==> src/rtl/mdio_pkg.sv <==
`timescale 1ns/1ps
package mdio_pkg;
  localparam int REG_AW = 3;
  localparam int BUS_W  = 32;

  localparam logic [REG_AW-1:0] OFS_CFG  = 3'd0;
  localparam logic [REG_AW-1:0] OFS_CMD  = 3'd1;
  localparam logic [REG_AW-1:0] OFS_ADDR = 3'd2;
  localparam logic [REG_AW-1:0] OFS_DATA = 3'd3;
  localparam logic [REG_AW-1:0] OFS_STAT = 3'd4;
  localparam logic [REG_AW-1:0] OFS_IND  = 3'd5;

  localparam int CFG_RST_BIT  = 31;
  localparam int IND_BUSY_BIT = 0;
  localparam int IND_NV_BIT   = 1;

  localparam logic [1:0] FR_SOF   = 2'b01;
  localparam logic [1:0] FR_OP_WR = 2'b01;
  localparam logic [1:0] FR_OP_RD = 2'b10;
  localparam logic [1:0] FR_TA_WR = 2'b10;
endpackage

==> src/rtl/mdc_gen.sv <==
`timescale 1ns/1ps
module mdc_gen #(
  parameter int DIV_W   = 8,
  parameter int MIN_DIV = 4
) (
  input  logic             clk,
  input  logic             rst,
  input  logic             run,
  input  logic [DIV_W-1:0] div_cfg,
  output logic             mdc,
  output logic             rise,
  output logic             bit_end
);
  logic [DIV_W-1:0] div_eff, half, cnt, cnt_nx;

  always_comb begin
    div_eff = (div_cfg < DIV_W'(MIN_DIV)) ? DIV_W'(MIN_DIV) : div_cfg;
    half    = div_eff >> 1;
    cnt_nx  = cnt + DIV_W'(1);
    rise    = run && (cnt_nx == half);
    bit_end = run && (cnt == div_eff - DIV_W'(1));
  end

  always_ff @(posedge clk) begin
    if (rst || !run) begin
      cnt <= '0;
      mdc <= 1'b0;
    end else if (bit_end) begin
      cnt <= '0;
      mdc <= 1'b0;
    end else begin
      cnt <= cnt_nx;
      mdc <= (cnt_nx >= half);
    end
  end

  AST_MDC_IDLE_LOW: assert property (@(posedge clk) disable iff (rst)
    !run |=> !mdc) else $error("mdc high while idle");
  AST_MDC_LOW_TWO: assert property (@(posedge clk) disable iff (rst)
    $fell(mdc) |=> !mdc) else $error("mdc low phase too short");
  AST_MDC_HIGH_TWO: assert property (@(posedge clk) disable iff (rst)
    $rose(mdc) |=> mdc) else $error("mdc high phase too short");
endmodule

==> src/rtl/mdio_frame.sv <==
`timescale 1ns/1ps
module mdio_frame
  import mdio_pkg::*;
#(
  parameter int PRE_LEN = 32
) (
  input  logic        clk,
  input  logic        rst,
  input  logic        abort,
  input  logic        start_wr,
  input  logic        start_rd,
  input  logic [4:0]  phy_ad,
  input  logic [4:0]  reg_ad,
  input  logic [15:0] wdata,
  input  logic        rise,
  input  logic        bit_end,
  input  logic        mdio_i,
  output logic        busy,
  output logic        rd_mode,
  output logic        done,
  output logic [15:0] rdata,
  output logic        mdio_o,
  output logic        mdio_oe
);
  localparam int FRAME_LEN = PRE_LEN + 32;
  localparam int IDX_W     = $clog2(FRAME_LEN);
  localparam int TA_POS    = PRE_LEN + 14;
  localparam int DATA_POS  = PRE_LEN + 16;
  localparam int LAST      = FRAME_LEN - 1;

  logic [FRAME_LEN-1:0] frame_nx, shreg;
  logic [IDX_W-1:0]     idx, idx_nx;

  always_comb begin
    frame_nx = {{PRE_LEN{1'b1}}, FR_SOF,
                start_rd ? FR_OP_RD : FR_OP_WR,
                phy_ad, reg_ad,
                start_rd ? 2'b11 : FR_TA_WR,
                start_rd ? 16'hFFFF : wdata};
    idx_nx   = idx + IDX_W'(1);
    done     = busy && bit_end && (idx == IDX_W'(LAST));
  end

  always_ff @(posedge clk) begin
    if (rst || abort) begin
      busy    <= 1'b0;
      rd_mode <= 1'b0;
      idx     <= '0;
      shreg   <= '0;
      mdio_o  <= 1'b1;
      mdio_oe <= 1'b0;
    end else if (!busy && (start_wr || start_rd)) begin
      busy    <= 1'b1;
      rd_mode <= start_rd;
      idx     <= '0;
      mdio_o  <= frame_nx[LAST];
      shreg   <= frame_nx << 1;
      mdio_oe <= 1'b1;
    end else if (busy && bit_end) begin
      if (idx == IDX_W'(LAST)) begin
        busy    <= 1'b0;
        rd_mode <= 1'b0;
        mdio_o  <= 1'b1;
        mdio_oe <= 1'b0;
      end else begin
        idx     <= idx_nx;
        mdio_o  <= shreg[LAST];
        shreg   <= shreg << 1;
        mdio_oe <= !(rd_mode && (idx_nx >= IDX_W'(TA_POS)));
      end
    end
  end

  always_ff @(posedge clk) begin
    if (rst)
      rdata <= '0;
    else if (busy && rd_mode && rise && (idx >= IDX_W'(DATA_POS)))
      rdata <= {rdata[14:0], mdio_i};
  end

  AST_TA_RELEASE: assert property (@(posedge clk) disable iff (rst)
    (busy && rd_mode && (idx >= IDX_W'(TA_POS))) |-> !mdio_oe) else $error("mdio driven in read tail");
  AST_HEAD_DRIVEN: assert property (@(posedge clk) disable iff (rst)
    (busy && (idx < IDX_W'(TA_POS))) |-> mdio_oe) else $error("mdio released in frame head");
  AST_IDLE_RELEASED: assert property (@(posedge clk) disable iff (rst)
    !busy |-> !mdio_oe) else $error("mdio driven while idle");
endmodule

==> src/rtl/mdio_host.sv <==
`timescale 1ns/1ps
module mdio_host
  import mdio_pkg::*;
#(
  parameter int DIV_W     = 8,
  parameter int DIV_RESET = 8,
  parameter int MIN_DIV   = 4,
  parameter int PRE_LEN   = 32
) (
  input  logic              clk,
  input  logic              rst,
  input  logic              wr_en,
  input  logic [REG_AW-1:0] wr_addr,
  input  logic [BUS_W-1:0]  wr_data,
  input  logic [REG_AW-1:0] rd_addr,
  output logic [BUS_W-1:0]  rd_data,
  output logic              mdc,
  output logic              mdio_o,
  output logic              mdio_oe,
  input  logic              mdio_i
);
  logic             cfg_rst_q, cmd_q, nv_q;
  logic [DIV_W-1:0] cfg_div_q;
  logic [4:0]       phy_q, reg_q;
  logic [15:0]      data_q, stat_q, eng_rdata;
  logic             eng_busy, eng_rd, eng_done;
  logic             mdc_rise, mdc_bit_end;
  logic             start_wr, start_rd;
  logic [BUS_W-1:0] rd_mux;
  logic             unused_bits;

  assign unused_bits = ^wr_data[30:16];

  always_comb begin
    start_wr = wr_en && (wr_addr == OFS_DATA) && !eng_busy && !cfg_rst_q;
    start_rd = wr_en && (wr_addr == OFS_CMD) && wr_data[0] && !cmd_q
               && !eng_busy && !cfg_rst_q;
  end

  mdc_gen #(.DIV_W(DIV_W), .MIN_DIV(MIN_DIV)) u_mdc (
    .clk(clk), .rst(rst), .run(eng_busy), .div_cfg(cfg_div_q),
    .mdc(mdc), .rise(mdc_rise), .bit_end(mdc_bit_end)
  );

  mdio_frame #(.PRE_LEN(PRE_LEN)) u_frame (
    .clk(clk), .rst(rst), .abort(cfg_rst_q),
    .start_wr(start_wr), .start_rd(start_rd),
    .phy_ad(phy_q), .reg_ad(reg_q), .wdata(wr_data[15:0]),
    .rise(mdc_rise), .bit_end(mdc_bit_end), .mdio_i(mdio_i),
    .busy(eng_busy), .rd_mode(eng_rd), .done(eng_done), .rdata(eng_rdata),
    .mdio_o(mdio_o), .mdio_oe(mdio_oe)
  );

  always_ff @(posedge clk) begin
    if (rst) begin
      cfg_rst_q <= 1'b0;
      cfg_div_q <= DIV_W'(DIV_RESET);
      cmd_q     <= 1'b0;
      phy_q     <= '0;
      reg_q     <= '0;
      data_q    <= '0;
      stat_q    <= '0;
      nv_q      <= 1'b0;
    end else begin
      if (wr_en && (wr_addr == OFS_CFG)) begin
        cfg_rst_q <= wr_data[CFG_RST_BIT];
        cfg_div_q <= wr_data[DIV_W-1:0];
      end
      if (wr_en && (wr_addr == OFS_CMD))
        cmd_q <= wr_data[0];
      if (wr_en && (wr_addr == OFS_ADDR) && !eng_busy) begin
        phy_q <= wr_data[12:8];
        reg_q <= wr_data[4:0];
      end
      if (wr_en && (wr_addr == OFS_DATA) && !eng_busy)
        data_q <= wr_data[15:0];
      if (cfg_rst_q)
        nv_q <= 1'b0;
      else if (start_rd)
        nv_q <= 1'b1;
      else if (eng_done && eng_rd)
        nv_q <= 1'b0;
      if (eng_done && eng_rd)
        stat_q <= eng_rdata;
    end
  end

  always_comb begin
    rd_mux = '0;
    case (rd_addr)
      OFS_CFG: begin
        rd_mux[CFG_RST_BIT] = cfg_rst_q;
        rd_mux[DIV_W-1:0]   = cfg_div_q;
      end
      OFS_CMD:  rd_mux[0]     = cmd_q;
      OFS_ADDR: begin
        rd_mux[12:8] = phy_q;
        rd_mux[4:0]  = reg_q;
      end
      OFS_DATA: rd_mux[15:0] = data_q;
      OFS_STAT: rd_mux[15:0] = stat_q;
      OFS_IND: begin
        rd_mux[IND_BUSY_BIT] = eng_busy;
        rd_mux[IND_NV_BIT]   = nv_q;
      end
      default: rd_mux = '0;
    endcase
  end

  always_ff @(posedge clk) begin
    if (rst) rd_data <= '0;
    else     rd_data <= rd_mux;
  end

  AST_ADDR_HOLD: assert property (@(posedge clk) disable iff (rst)
    (eng_busy && wr_en && (wr_addr == OFS_ADDR)) |=> $stable({phy_q, reg_q})) else $error("address changed while busy");
  AST_NV_ON_START: assert property (@(posedge clk) disable iff (rst)
    start_rd |=> (nv_q && eng_busy)) else $error("read start flags missing");
  AST_NV_WITH_BUSY: assert property (@(posedge clk) disable iff (rst)
    nv_q |-> eng_busy) else $error("not-valid without busy");
  AST_ABORT_IDLE: assert property (@(posedge clk) disable iff (rst)
    cfg_rst_q |=> !eng_busy) else $error("busy during reset bit");
endmodule

==> config.mk <==
export PLATFORM = sky130hd
export DESIGN_NAME = mdio_host
export DESIGN_NICKNAME = d
export VERILOG_FILES = /design/src/rtl/mdio_pkg.sv /design/src/rtl/mdc_gen.sv /design/src/rtl/mdio_frame.sv /design/src/rtl/mdio_host.sv
export SDC_FILE = /design/constraint.sdc
export NUM_CORES = 1
export LEC_CHECK = 0
export ABC_AREA = 1
export BUFFER_PORTS_ARGS = -buffer_cell sky130_fd_sc_hd__buf_2
export CAP_MARGIN = 20
export CORE_UTILIZATION = 55
export DETAILED_ROUTE_END_ITERATION = 7
export GPL_TIMING_DRIVEN = 0
export PLACE_DENSITY_LB_ADDON = 0.25
export SLEW_MARGIN = 5
export SYNTH_ARGS = -nofsm -noshare
export SYNTH_HDL_FRONTEND = slang
export SYNTH_SLANG_ARGS = --single-unit
==> constraint.sdc <==
create_clock -name clk -period 6.85 [get_ports clk]
set_clock_uncertainty 0.05 [all_clocks]
set_input_delay 1.37 -clock clk [delete_from_list [all_inputs] [get_ports clk]]
set_output_delay 1.37 -clock clk [all_outputs]
set_load 0.005 [all_outputs]
Word level (Yosys, flattened, before mapping)
Cells that the tools add are included.
W data, S select, Z words.
{"block": "totals", "ff_bits": 183, "latchBits": 0, "mem_bits_rw": 0, "mem_bits_ro": 0, "in_bits": 42, "output_inout_bits": 35, "wordCells": 105, "mem_count": 0}
{"block": "op_classes", "addsub": 3, "multipliers": 0, "div": 0, "magnitude_cmp": 4, "eq_ne": 12, "n_shift": 0, "mux": 23, "n_bitwise": 2, "n_reduce_logical": 40}
{"cell": "$mux W64", "n": 3}
{"cell": "$logic_and A1 B1 Y1", "n": 21}
{"cell": "$mux W16", "n": 1}
{"cell": "$pmux W5 S3", "n": 1}
{"cell": "$eq A3 B2 Y1 const B", "n": 4}
{"cell": "$ge A6 B6 Y1 const B", "n": 2}
{"cell": "$pmux W3 S4", "n": 1}
{"cell": "$mux W1", "n": 11}
{"cell": "$pmux W3 S3", "n": 1}
{"cell": "$add A8 B1 Y8 const B", "n": 1}
{"cell": "$eq A8 B7 Y1", "n": 1}
{"cell": "$eq A8 B8 Y1", "n": 1}
{"cell": "$ge A8 B7 Y1", "n": 1}
{"cell": "$lt A8 B3 Y1 const B", "n": 1}
{"cell": "$mux W8", "n": 1}
{"cell": "$reduce_or A2 Y1", "n": 4}
{"cell": "$sub A8 B1 Y8 const B", "n": 1}
{"cell": "$add A6 B1 Y6 const B", "n": 1}
{"cell": "$eq A3 B1 Y1 const B", "n": 2}
{"cell": "$eq A3 B3 Y1 const B", "n": 2}
{"cell": "$eq A6 B6 Y1 const B", "n": 1}
{"cell": "$logic_not A3 Y1", "n": 2}
{"cell": "$pmux W1 S6", "n": 1}
{"cell": "$pmux W3 S2", "n": 1}
{"cell": "other kinds (8)", "n": 18}

Logic depth before layout (Yosys ltp)
{"block": "depth", "ltp_word": 10, "depth_mapped": 18, "mapped_depth_nobuf": 17}

Modules after synthesis
A second synthesis with hierarchy kept.
{"block": "hier_totals", "hier_cells": 1001, "area_unflattened_um2": 7380.8}
{"mod": "mdio_frame", "n_inst": 1, "cells_per_inst": 455, "area_per_inst_um2": 3513.4, "seq_area_each_um2": 1781.7}
{"mod": "mdio_host", "n_inst": 1, "cells_per_inst": 407, "area_per_inst_um2": 2929.1, "seq_area_each_um2": 1401.3}
{"mod": "mdc_gen", "n_inst": 1, "cells_per_inst": 139, "area_per_inst_um2": 938.4, "seq_area_each_um2": 180.2}

Worst setup path after synthesis
OpenSTA, ideal clock, no wires.
{"block": "synth_path", "path_type": "input to register", "startpoint": "input wr_addr[2]", "endpoint": "register u_frame.shreg[21]", "setup_time_ps": 64, "t_arrival_ps": 2678, "required_time_ps": 6736, "slack_ps": 4058, "cell_stages": 14, "path_buffers": 1, "path_cell_list": "inv_1 nand3_1 nor2_4 inv_2 nor2_4 inv_2 nand2_4 inv_2 buf_2 o21ai_0 inv_1 nand2_1 nand2_1 nor2_1"}
{"block": "synth_between", "elab_chain_len": 10, "elab_cells_between_ends": 16, "classes_between": "eq/ne (3); mux (1); reduce/logical (12)"}
{"item": "start, declared", "line_no": "mdio_host.sv:13", "text": "input logic [REG_AW-1:0] wr_addr,"}
{"item": "$eq A3 B1 Y1", "line_no": "mdio_host.sv:36", "text": "start_rd = wr_en && (wr_addr == OFS_CMD) && wr_data[0] && !cmd_q"}
{"item": "$logic_and A1 B1 Y1 (3 in a row)", "line_no": "mdio_host.sv:36"}
{"item": "$logic_and A1 B1 Y1 (2 in a row)", "line_no": "mdio_host.sv:37", "text": "&& !eng_busy && !cfg_rst_q;"}
{"item": "$logic_or A1 B1 Y1 *", "line_no": "mdio_frame.sv:52", "text": "end else if (!busy && (start_wr || start_rd)) begin"}
{"item": "$logic_and A1 B1 Y1 *", "line_no": "mdio_frame.sv:52"}
{"item": "$ne A2 B1 Y1 (no line) / $reduce_bool A2 Y1 (equally long branches)"}
{"item": "$reduce_and A2 Y1 (no line)"}
{"item": "end signal, assigned", "line_no": "mdio_frame.sv:57", "text": "shreg <= frame_nx << 1;"}
{"item": "end signal, assigned", "line_no": "mdio_frame.sv:68", "text": "shreg <= shreg << 1;"}
{"item": "end, declared", "line_no": "mdio_frame.sv:31", "text": "logic [FRAME_LEN-1:0] frame_nx, shreg;"}
Mark *: on every way between the ends. The rest lies on a longest branch, timed or not.
A chain may end at the register's enable or synchronous reset.

Worst setup path in the final report
{"block": "layout_path", "startpoint": "input wr_addr[2]", "endpoint": "register u_frame.shreg[25]"}
Same word-level chain as after synthesis.

==> impl_results.md <==
- Post-CTS resize count: 0
- TritonRoute pass-1 iters: 5
- Vias in the first global route: 5,931
- Synth-to-Final Area Change: 14.6%
- Hold depth: 2
- Post-Synthesis Cell Area: 0.00747 mm^2
- Final setup fails: 0
- Total power: 2.14 mW
- Cell variety after synth: 41
- Initial core utilization: 56.4%
- First-iteration detailed-routing DRC count: 482
- WL final: 18,000 um
- Cells after Synth: 1,052
- Average wire per standard cell: 13.7 um
- Critical path peak fanout: 10
- Die area: 0.0140 mm^2
- R2r startpoint: u_mdc.cnt[0]
- CP Capture Type: flip-flop
- Setup repair bufs after CTS: 0
- Routed Antenna Nets: 0
- Hold WC Path Type: reg2reg
- FF-to-FF path depth: 14
- Busiest grt layer: met2
- CTS H-tree lvls: 4
- Largest net degree at the start of global routing: 17
- Required @ worst endpoint: 7.16 ns
- GP Congestion: 0.928
- Vias: 6,620
- Initial antenna violation count: 0
- Final hold viol count: 0
- Layout Utilization: 64.6%
- Worst Hold End: u_frame.shreg[32]
- Drc violations: 0
- F_max: 0.329 GHz
- Slew Limit Fails: 0
- Port bufs: 45
- DR vias/cell: 5.02
- Critical path launch point type: primary input
- Async set-or-reset flop fraction in the synthesized netlist: 0%
- Most frequent cells in the layout: nor2_1 (246), nand2_1 (188), dfxtp_1 (168), inv_1 (115), o21ai_0 (77)
- DIE HEIGHT: 119 um
- P per Cell Area: 250 mW/mm^2
- Synth top area share: 45.0%
- Flop-to-flop setup slack: 4.10 ns
- Arr. time, crit path: 3.35 ns
- Die X: 119 um
- # fillers: 1,220
- Gr usage total: 26.5%
- Least-Margin Pin Slew: 0.575 ns
- Global-route wire length before repair: 29,300 um
- CTS Buf Count: 17
- Tcrit/Tclk final: 44.4%
- Fin crit period: 3.04 ns
- TritonCTS clock tree: built
- Layout cells sized above 1: 11.3%
- Ys Warns: 0
- Clock-pin slew of the registers on the worst-case setup and hold paths: 0.06 ns
- Max IR drop VDD: 204 uV
- CTS max path bufs: 2
- Post-DP HPWL: 13,200 um
- Syn avg cell area: 7.10 um^2
- Row cnt: 42
- Setup ws final: 3.81 ns
- Slew HR: 61.3%
- Placed Cells: 1,287
- Later-pin clock latency in the skew report: 0.43 ns
- Maxcap violations: 0
- Fin nets: 1,183
- Min-delay src: u_frame.shreg[31]
- N_diodes: 0
- Non-Filler Instances: 1,318
- Cts hold-fix bufs: 0
- Multi-input logic area: 0.00336 mm^2
- Most common cell after layout, fill and taps aside: nor2_1
- Sequential area share after synthesis: 45.0%
- Pre-CTS setup slack: 3.43 ns
- I/O pin cnt: 77
- Total gr overflow: 0
- Total clock sinks: 168
- Leak: 3.96 nW
- Root Buffer: clkbuf_16
- FF-to-FF End: u_frame.rdata[6]
- TNS Setup: 0 ns
- Top cells by area, synth: dfxtp_1 (45%), nor2_1 (12%), nand2_1 (9.5%), inv_1 (5.8%), o21ai_0 (5.2%)
- Largest area contributor in the netlist: dfxtp_1
- Register Area: 0.00336 mm^2
- Met1 Track Usage GR: 34.7%
- Core area: 0.0132 mm^2
- Met2 Use GR: 43.4%
- Yosys reg bits: 168
- RSZ-0062 raised after global routing: no
- Ys flop type: dfxtp_1
- Post-synth EDFFs: 0
- Grt met3 use: 5.36%
- Status: complete, no violations
- Setup CP Type: in2reg
-- metal layers --
metal  share of wire, %  vias to the layer above  wire length (um)
met5                  0                        -                 0
met1                 46                     2961              8290
li1                   -                     3444                 -
met4                1.9                        0               336
met2                 47                      188              8400
met3                5.5                       27               985
-- Yosys cell counts (all sizes together) (3+ instances only) --
cell,instances
nor3,3
ha,11
nand2,191
o22ai,21
inv,123
xnor2,6
o221ai,3
buf,34
xor2,7
o21ai,83
nand3,29
nor2,253
a21boi,8
clkbuf,26
a21oi,50
dfxtp,168
nand4,7
a31oi,3
a221oi,4
nand3b,10
-- power by group --
part	internal [mW]	leakage [nW]	switching [mW]	total, mW
logic	0.0538	2.32	0.0990	0.153
clock network	0.590	0.287	0.380	0.970
registers	1.00	1.36	0.0144	1.02
total	1.65	3.96	0.494	2.14
-- critical path, stage by stage --
cell     delay, ns
buf_2         0.09
inv_1         0.06
nand3_1       0.19
nor2_4        0.27
inv_2         0.14
nor2_4        0.14
inv_2         0.13
nand2_4       0.14
inv_2         0.11
buf_2         0.20
o21ai_0       0.22
inv_1         0.07
nand2_1       0.07
nand2_1       0.05
nor2_1        0.11
-- through the flow --
stage / area [um^2] / hold WS, ns
6_report: 8550 / 0.412
5_1_grt: 8550 / 0.420
4_1_cts: 8550 / 0.408
3_5_place_dp: 7970 / 0.399
3_3_place_gp: 7970 / 0.391
2_1_floorplan: 7520 / 0.380
-- worst max path at each step --
stage                from                end  slack, ns  depth (start not counted)
3_5_place_dp   wr_addr[2]  u_frame.shreg[25]       3.43                         15
2_1_floorplan  wr_addr[2]  u_frame.shreg[21]       4.06                         14
4_1_cts        wr_addr[2]  u_frame.shreg[25]       3.84                         15
5_1_grt        wr_addr[2]  u_frame.shreg[25]       3.61                         15
6_report       wr_addr[2]  u_frame.shreg[25]       3.81                         15
3_3_place_gp   wr_addr[2]  u_frame.shreg[22]       3.44                         15
-- sequential cells by signal (all words and copies together), names as in the netlist, 5 cells and up --
name / count
rd_data: 17
cfg_div_q: 8
u_frame.shreg: 63
data_q: 16
u_mdc.cnt: 8
stat_q: 16
reg_q: 5
u_frame.idx: 6
phy_q: 5
u_frame.rdata: 16
-- area by class of cell --
type | count | share of cell area, %
plain buffers | 60 | 3.86
clock inverters | 8 | 1.42
clock buffers | 23 | 5.47
flip-flops and latches | 168 | 39.3
inverters | 124 | 5.44
repair buffers | 45 | 2.63
multi-input cells | 714 | 39.3
well taps | 176 | 2.57
-- kinds of logic (layout without fill, tap and decap cells) --
| kind of cell | count (synthesis) | count (layout) | synth area share [%] |
|---|---|---|---|
| other cells | 1 | 15 | 0.0502 |
| flops | 168 | 168 | 45.0 |
| compound gates | 179 | 179 | 13.4 |
| xor+xnor | 13 | 13 | 1.52 |
| fa+ha+maj | 11 | 11 | 1.84 |
| simple gates | 496 | 496 | 27.5 |
| buf+inv | 184 | 260 | 10.7 |
Power figures use the tool's default switching activity.
